<file path="config.mk">
export PLATFORM = sky130hd
export DESIGN_NAME = clksw_top
export DESIGN_NICKNAME = d
export VERILOG_FILES = /design/src/rtl/clksw_pkg.sv /design/src/rtl/clksw_sync.sv /design/src/rtl/clksw_resolve.sv /design/src/rtl/clksw_phase.sv /design/src/rtl/clksw_top.sv
export SDC_FILE = /design/constraint.sdc
export NUM_CORES = 1
export LEC_CHECK = 0
export ABC_CLOCK_PERIOD_IN_PS = 2000
export BUFFER_PORTS_ARGS = -buffer_cell sky130_fd_sc_hd__buf_2
export CORE_UTILIZATION = 50
export CTS_CLUSTER_SIZE = 30
export DETAILED_ROUTE_END_ITERATION = 6
export GPL_TIMING_DRIVEN = 0
export PLACE_DENSITY = 0.71
export REMOVE_ABC_BUFFERS = 1
export SYNTH_ARGS = -nofsm -noshare
export SYNTH_HDL_FRONTEND = slang
export SYNTH_SLANG_ARGS = --single-unit
</file>
<file path="constraint.sdc">
create_clock -name clk -period 2 [get_ports clk]
set_clock_uncertainty 0.15 [all_clocks]
set_input_delay 0 -clock clk [delete_from_list [all_inputs] [get_ports clk]]
set_output_delay 0 -clock clk [all_outputs]
set_load 0.05 [all_outputs]
</file>
<file path="src/rtl/clksw_pkg.sv">
package clksw_pkg;

  typedef enum logic [1:0] {
    SRC_PRI = 2'd0,
    SRC_RC  = 2'd1,
    SRC_SEC = 2'd2
  } src_e;

  typedef enum logic [1:0] {
    ST_RUN   = 2'd0,
    ST_HOLD  = 2'd1,
    ST_DELAY = 2'd2
  } st_e;

  localparam int NUM_SRC = 3;

  // Map a select value and the configuration field to a physical source.
  function automatic src_e sel_to_src(input logic [1:0] sel, input logic [2:0] cfg);
    if (sel[0]) return SRC_SEC;
    if (sel[1]) return SRC_RC;
    if ((cfg == 3'b100) || (cfg == 3'b101)) return SRC_RC;
    return SRC_PRI;
  endfunction

endpackage

</file>
<file path="src/rtl/clksw_sync.sv">
module clksw_sync #(
  parameter int W      = 3,
  parameter int STAGES = 2
) (
  input  logic         clk,
  input  logic         rst,
  input  logic [W-1:0] d,
  output logic [W-1:0] q
);

  logic [W-1:0] chain [STAGES];

  always_ff @(posedge clk) begin
    if (rst) begin
      for (int i = 0; i < STAGES; i++) chain[i] <= '0;
    end else begin
      chain[0] <= d;
      for (int i = 1; i < STAGES; i++) chain[i] <= chain[i-1];
    end
  end

  assign q = chain[STAGES-1];

endmodule

</file>
<file path="src/rtl/clksw_resolve.sv">
module clksw_resolve (
  input  logic [1:0] wdata,
  input  logic       sec_en,
  input  logic [1:0] cur,
  output logic [1:0] res,
  output logic       differs
);

  // Without the secondary enable, any request for it collapses onto bit 0 = 0.
  always_comb begin
    res     = sec_en ? wdata : {wdata[1], 1'b0};
    differs = (res != cur);
  end

endmodule

</file>
<file path="src/rtl/clksw_phase.sv">
module clksw_phase #(
  parameter int PHASES = 4
) (
  input  logic              clk,
  input  logic              rst,
  input  logic              hold,
  input  logic              adv,
  output logic [PHASES-1:0] q
);

  localparam logic [PHASES-1:0] FIRST = PHASES'(1);

  always_ff @(posedge clk) begin
    if (rst || hold) q <= FIRST;
    else if (adv)    q <= {q[PHASES-2:0], q[PHASES-1]};
  end

  assert_q_onehot_R10: assert property (@(posedge clk) disable iff (rst)
    $countones(q) == 1);

  assert_hold_q1_R6: assert property (@(posedge clk) disable iff (rst)
    (hold && $past(hold)) |-> (q == FIRST));

endmodule

</file>
<file path="src/rtl/clksw_top.sv">
module clksw_top
  import clksw_pkg::*;
#(
  parameter int SYNC_STAGES = 2,
  parameter int HOLD_EDGES  = 8,
  parameter int DELAY_EDGES = 1,
  parameter int PHASES      = 4
) (
  input  logic              clk,
  input  logic              rst,
  input  logic              osc_pri,
  input  logic              osc_rc,
  input  logic              osc_sec,
  input  logic [1:0]        sel_wdata,
  input  logic              sel_we,
  input  logic              sec_en,
  input  logic [2:0]        osc_cfg,
  output logic              sys_clk,
  output logic [PHASES-1:0] q_phase,
  output logic [1:0]        sel_q,
  output logic              osts,
  output logic              sec_run,
  output logic              pri_off,
  output logic              switching
);

  localparam int TOTAL = HOLD_EDGES + DELAY_EDGES;
  localparam int CNT_W = $clog2(TOTAL + 1);
  localparam logic [CNT_W-1:0] CNT_TOTAL = CNT_W'(TOTAL);
  localparam logic [CNT_W-1:0] CNT_HOLD  = CNT_W'(HOLD_EDGES);

  logic [NUM_SRC-1:0] osc_raw, osc_s, osc_p, fall;
  st_e                state;
  src_e               cur_src, tgt_src;
  logic [1:0]         tgt_sel;
  logic [CNT_W-1:0]   cnt;
  logic [1:0]         res;
  logic               differs;
  logic               fall_tgt;
  logic               finish;

  assign osc_raw = {osc_sec, osc_rc, osc_pri};

  clksw_sync #(.W(NUM_SRC), .STAGES(SYNC_STAGES)) u_sync (
    .clk (clk),
    .rst (rst),
    .d   (osc_raw),
    .q   (osc_s)
  );

  for (genvar g = 0; g < NUM_SRC; g++) begin : g_edge
    always_ff @(posedge clk) begin
      if (rst) osc_p[g] <= 1'b0;
      else     osc_p[g] <= osc_s[g];
    end
    assign fall[g] = osc_p[g] & ~osc_s[g];
  end

  clksw_resolve u_res (
    .wdata   (sel_wdata),
    .sec_en  (sec_en),
    .cur     (sel_q),
    .res     (res),
    .differs (differs)
  );

  assign fall_tgt  = fall[tgt_src];
  assign finish    = (state == ST_DELAY) && (cnt == CNT_TOTAL) && !sys_clk;
  assign switching = (state != ST_RUN);

  always_ff @(posedge clk) begin
    if (rst) begin
      state   <= ST_RUN;
      sel_q   <= 2'b00;
      tgt_sel <= 2'b00;
      cur_src <= sel_to_src(2'b00, osc_cfg);
      tgt_src <= sel_to_src(2'b00, osc_cfg);
      cnt     <= '0;
      osts    <= (sel_to_src(2'b00, osc_cfg) == SRC_PRI);
      sec_run <= 1'b0;
      pri_off <= 1'b0;
      sys_clk <= 1'b0;
    end else begin
      // Outgoing clock may finish its high time, then stays low until handover.
      if (state == ST_RUN) sys_clk <= osc_s[cur_src];
      else                 sys_clk <= sys_clk & osc_s[cur_src];

      unique case (state)
        ST_RUN: begin
          if (sel_we) begin
            tgt_sel <= res;
            if (differs) begin
              tgt_src <= sel_to_src(res, osc_cfg);
              state   <= ST_HOLD;
              cnt     <= '0;
              osts    <= 1'b0;
              sec_run <= 1'b0;
              pri_off <= 1'b0;
            end
          end
        end
        ST_HOLD: begin
          if (fall_tgt) begin
            cnt <= cnt + 1'b1;
            if (cnt == CNT_HOLD - 1'b1) state <= ST_DELAY;
          end
        end
        ST_DELAY: begin
          if (fall_tgt && (cnt != CNT_TOTAL)) cnt <= cnt + 1'b1;
          if (finish) begin
            state   <= ST_RUN;
            sel_q   <= tgt_sel;
            cur_src <= tgt_src;
            cnt     <= '0;
            osts    <= (tgt_src == SRC_PRI);
            sec_run <= (tgt_src == SRC_SEC);
            pri_off <= (tgt_src == SRC_SEC);
          end
        end
        default: state <= ST_RUN;
      endcase
    end
  end

  clksw_phase #(.PHASES(PHASES)) u_phase (
    .clk  (clk),
    .rst  (rst),
    .hold (switching),
    .adv  (fall[cur_src]),
    .q    (q_phase)
  );

  assert_resolve_R2: assert property (@(posedge clk) disable iff (rst)
    (state == ST_RUN && sel_we && !sec_en) |=> !tgt_sel[0]);

  assert_osts_clear_R5: assert property (@(posedge clk) disable iff (rst)
    (state != ST_RUN) |-> (!osts && !sec_run));

  assert_mux_low_R6: assert property (@(posedge clk) disable iff (rst)
    (cur_src != $past(cur_src)) |-> !sys_clk);

  assert_cnt_bound_R7: assert property (@(posedge clk) disable iff (rst)
    cnt <= CNT_TOTAL);

  assert_full_count_R7: assert property (@(posedge clk) disable iff (rst)
    ($past(state) != ST_RUN && state == ST_RUN) |-> ($past(cnt) == CNT_TOTAL));

  assert_pri_off_R8: assert property (@(posedge clk) disable iff (rst)
    pri_off == sec_run);

  assert_ignore_write_R9: assert property (@(posedge clk) disable iff (rst)
    (state != ST_RUN && sel_we) |=> $stable(tgt_sel));

endmodule

</file>
==> results.py <==
metrics = {
    "placed_design": {
        "gp_congestion": 0.802,
        "dpl.hpwl_um": 1960,
        "io_buffers": 21,
    },
    "layout": {
        "diodes": 0,
        "nNetsFinal": 202,
        "drive_gt1_share_pct": 27.0,
        "fill_cells": 217,
        "syn_to_final_growth_pct": 26.8,
    },
    "global_routing": {
        "gr-total-overflow": 0,
        "grt_pass1_wl_um": 5040,
        "grt_max_degree": 31,
        "grt_pass1_vias": 1160,
        "grt.total_usage_pct": 20.9,
        "antenna_found_initial": 0,
    },
    "floorplan": {
        "die-area_um2": 3210,
        "die_h_um": 56.7,
        "core_area_um2": 2810,
        "row_count": 19,
        "initial_utilization_pct": 53.3,
        "die_w_um": 56.7,
        "ios": 23,
    },
    "synthesis": {
        "synth-edff-count": 5,
        "yosys-top-cells-area": "dfxtp_1 (33%), edfxtp_1 (10%), mux2i_1 (6.0%)",
        "synth_seq_cells": 30,
        "ys_types": 45,
        "synthesis.instances": 146,
        "syn_area_um2": 1500,
        "synth_flop_cell": "dfxtp_1",
        "synth_top_area_cell": "dfxtp_1",
        "postSynthAreaPerCell_um2": 10.2,
        "yosysWarnings": 0,
        "ys_seq_area_share_pct": 43.5,
        "synth-async-reset-ratio_pct": 0,
        "synth_top_area_share_pct": 33.5,
    },
    "routing": {
        "routedWlPerCell_um": 14.2,
        "firstDrtPassIters": 6,
        "vias_per_cell": 5.46,
        "ant_nets": 0,
        "first_iter_violations": 21,
        "routed_wl_um": 3060,
        "remaining_drc_errors": 4,
        "vias": 1179,
    },
    "sta": {
        "rsz0062_at_grt": "true",
        "drv_slew": 0,
        "whs_ns": 0.134,
        "report.final.hold_viol_count": 0,
        "worst_pin_slew_ns": 0.521,
        "period_minus_slack_ns": 1.90,
        "setup_violations": 0,
        "setup_tns_ns": 0,
        "fin_crit_sh_pct": 95.2,
        "max_slew_margin_pct": 65.3,
        "max_freq_ghz": 0.525,
    },
    "setup_path": {
        "critPathLaunchType": "register",
        "end_kind": "register",
        "crit_required_ns": 2.06,
        "crit_fanout": 9,
        "critPathKind": "reg -> reg",
        "arrival_ns": 1.97,
    },
    "power_and_ir_drop": {
        "peakVddDrop_mv": 0.757,
        "pwr-share-clk_pct": 34.4,
        "swShare_pct": 30.7,
        "p_int_w": 0.00130,
        "power_density_nw_per_um2": 988,
        "p_sw_w": 0.000575,
        "p_leak_nw": 0.800,
        "p_comb_share_pct": 27.6,
        "seqPwrFrac_pct": 38.0,
    },
    "flow_run": {
        "maxCapViolCount": 0,
    },
    "cts": {
        "cts_tree": "done",
        "h-tree-depth": 2,
        "clkSlewWorstSetupHoldPaths_ns": 0.10,
        "root_buffer": "clkbuf_4",
        "clk-insertion-delay-late_ns": 0.33,
        "cts_buffer_depth": 2,
        "cts.sinks": 30,
        "numCtsBuffers": 5,
    },
    "worst_hold_path": {
        "hold_path_class": "in -> reg",
    },
    "status": {
        "status": "finished, violations left",
        "violations": "design-rule violations",
    },
}
-- final timing paths --
kind                            from  slack (ns)                 end  cells after the start
setup / recovery            state[1]         0.1              cnt[3]                      7
setup reg to reg            state[1]         0.1              cnt[3]                      7
hold / removal                sec_en        0.13          tgt_src[0]                      4
hold reg to reg   u_sync.chain[0][1]        0.30  u_sync.chain[0][4]                      1
-- power groups by stage --
stage	Clock [W]	Combinational [W]	Sequential, W
floorplan	0	0.000303	0.000757
global placement	0	0.000434	0.000718
detailed placement	0	0.000442	0.000722
CTS	0.000648	0.000481	0.000708
global route	0.000673	0.000560	0.000719
finish	0.000644	0.000517	0.000711
-- worst max-delay path, stage by stage, from the launching register on --
cell     delay [ns]
dfxtp_1        0.37
inv_1          0.11
ha_4           0.21
nor2b_1        0.15
a41oi_2        0.26
and2b_2        0.26
a21o_1         0.19
a31oi_1        0.09
-- registers in the layout, indices dropped and copies added (netlist names) --
signal and cells:
u_sync.chain 6, cnt 4, u_phase.q 4, osc_p 3, cur_src 2, sel_q 2
state 2, tgt_sel 2, tgt_src 2, osts 1, pri_off 1, sys_clk 1
-- cells by family (layout without fill, tap and decap cells) --
family / after synthesis / in the layout / share of synthesized area [%]
buffers and inverters: 15 / 54 / 4.10
muxes: 9 / 9 / 6.03
and+or+nand+nor: 60 / 60 / 26.4
DFF: 30 / 30 / 43.5
xor gates and xnor gates: 1 / 1 / 0.586
AOI/OAI and AO/OA: 25 / 25 / 14.3
adders and majority gates: 6 / 6 / 5.02
-- final cells by class --
cell class	instances	area [um2]	share of cell area (%)
clock inverters	2	60.1	3.17
well taps	31	38.8	2.05
clock buffers	6	51.3	2.71
inverters	10	37.5	1.98
flip-flops and latches	30	652	34.4
repair buffers	36	253	13.3
multi-input cells	101	803	42.4
-- per-stage QoR --
stage                     instance area, um2  instances  total power [W]  worst slack [ns]  util, %
after floorplan                         1470        141          0.00106            0.0533        -
after global placement                  1620        193          0.00115           -0.0284     57.6
after detailed placement                1620        193          0.00116           -0.0899     57.6
after CTS                               1870        215          0.00184            0.0225     66.8
after global routing                    1900        216          0.00195          -0.00852     67.6
final                                   1900        216          0.00187            0.0954     67.6
-- repair_timing --
item / CTS / global route
endpoints found under the setup margin: 6 / 7
hold buffers: 14 / 0
hold endpoints to repair: 18 / 0
pin swaps: 0 / 2
setup buffers: 0 / 1
resized for setup: 3 / 3
-- Yosys cell counts, drive strengths merged, types with 2 or more instances --
cell type,n
buf,2
edfxtp,5
o41ai,2
and4bb,2
o211ai,2
nor2,13
o21ai,2
dfxtp,25
inv,10
nor2b,12
a211o,2
mux2i,9
a31oi,3
a21oi,5
clkbuf,3
ha,6
nand2b,6
nand2,9
nor3,3
nand3,3
nand3b,2
nor4b,2
-- routing by layer --
layer | global-route usage [%] | vias to the layer above | part of all wire, %
li1 | - | 585 | -
met1 | 23.6 | 556 | 46
met2 | 37.4 | 30 | 49
met3 | 5.76 | 8 | 3.9
met4 | 7.50 | 0 | 1.7
met5 | 0 | - | 0
-- layout by cell type (no fill, tap or decap), drive strengths merged, types with 3 or more instances in the layout --
cell type    count
dlygate4sd3     14
ha               6
buf             22
nand3            3
edfxtp           5
nor2b           12
a21oi            5
mux2i            9
nor3             3
nand2            9
a31oi            3
nand2b           6
dfxtp           25
nor2            13
inv             10
clkbuf           6
Power figures use the tool's default switching activity.
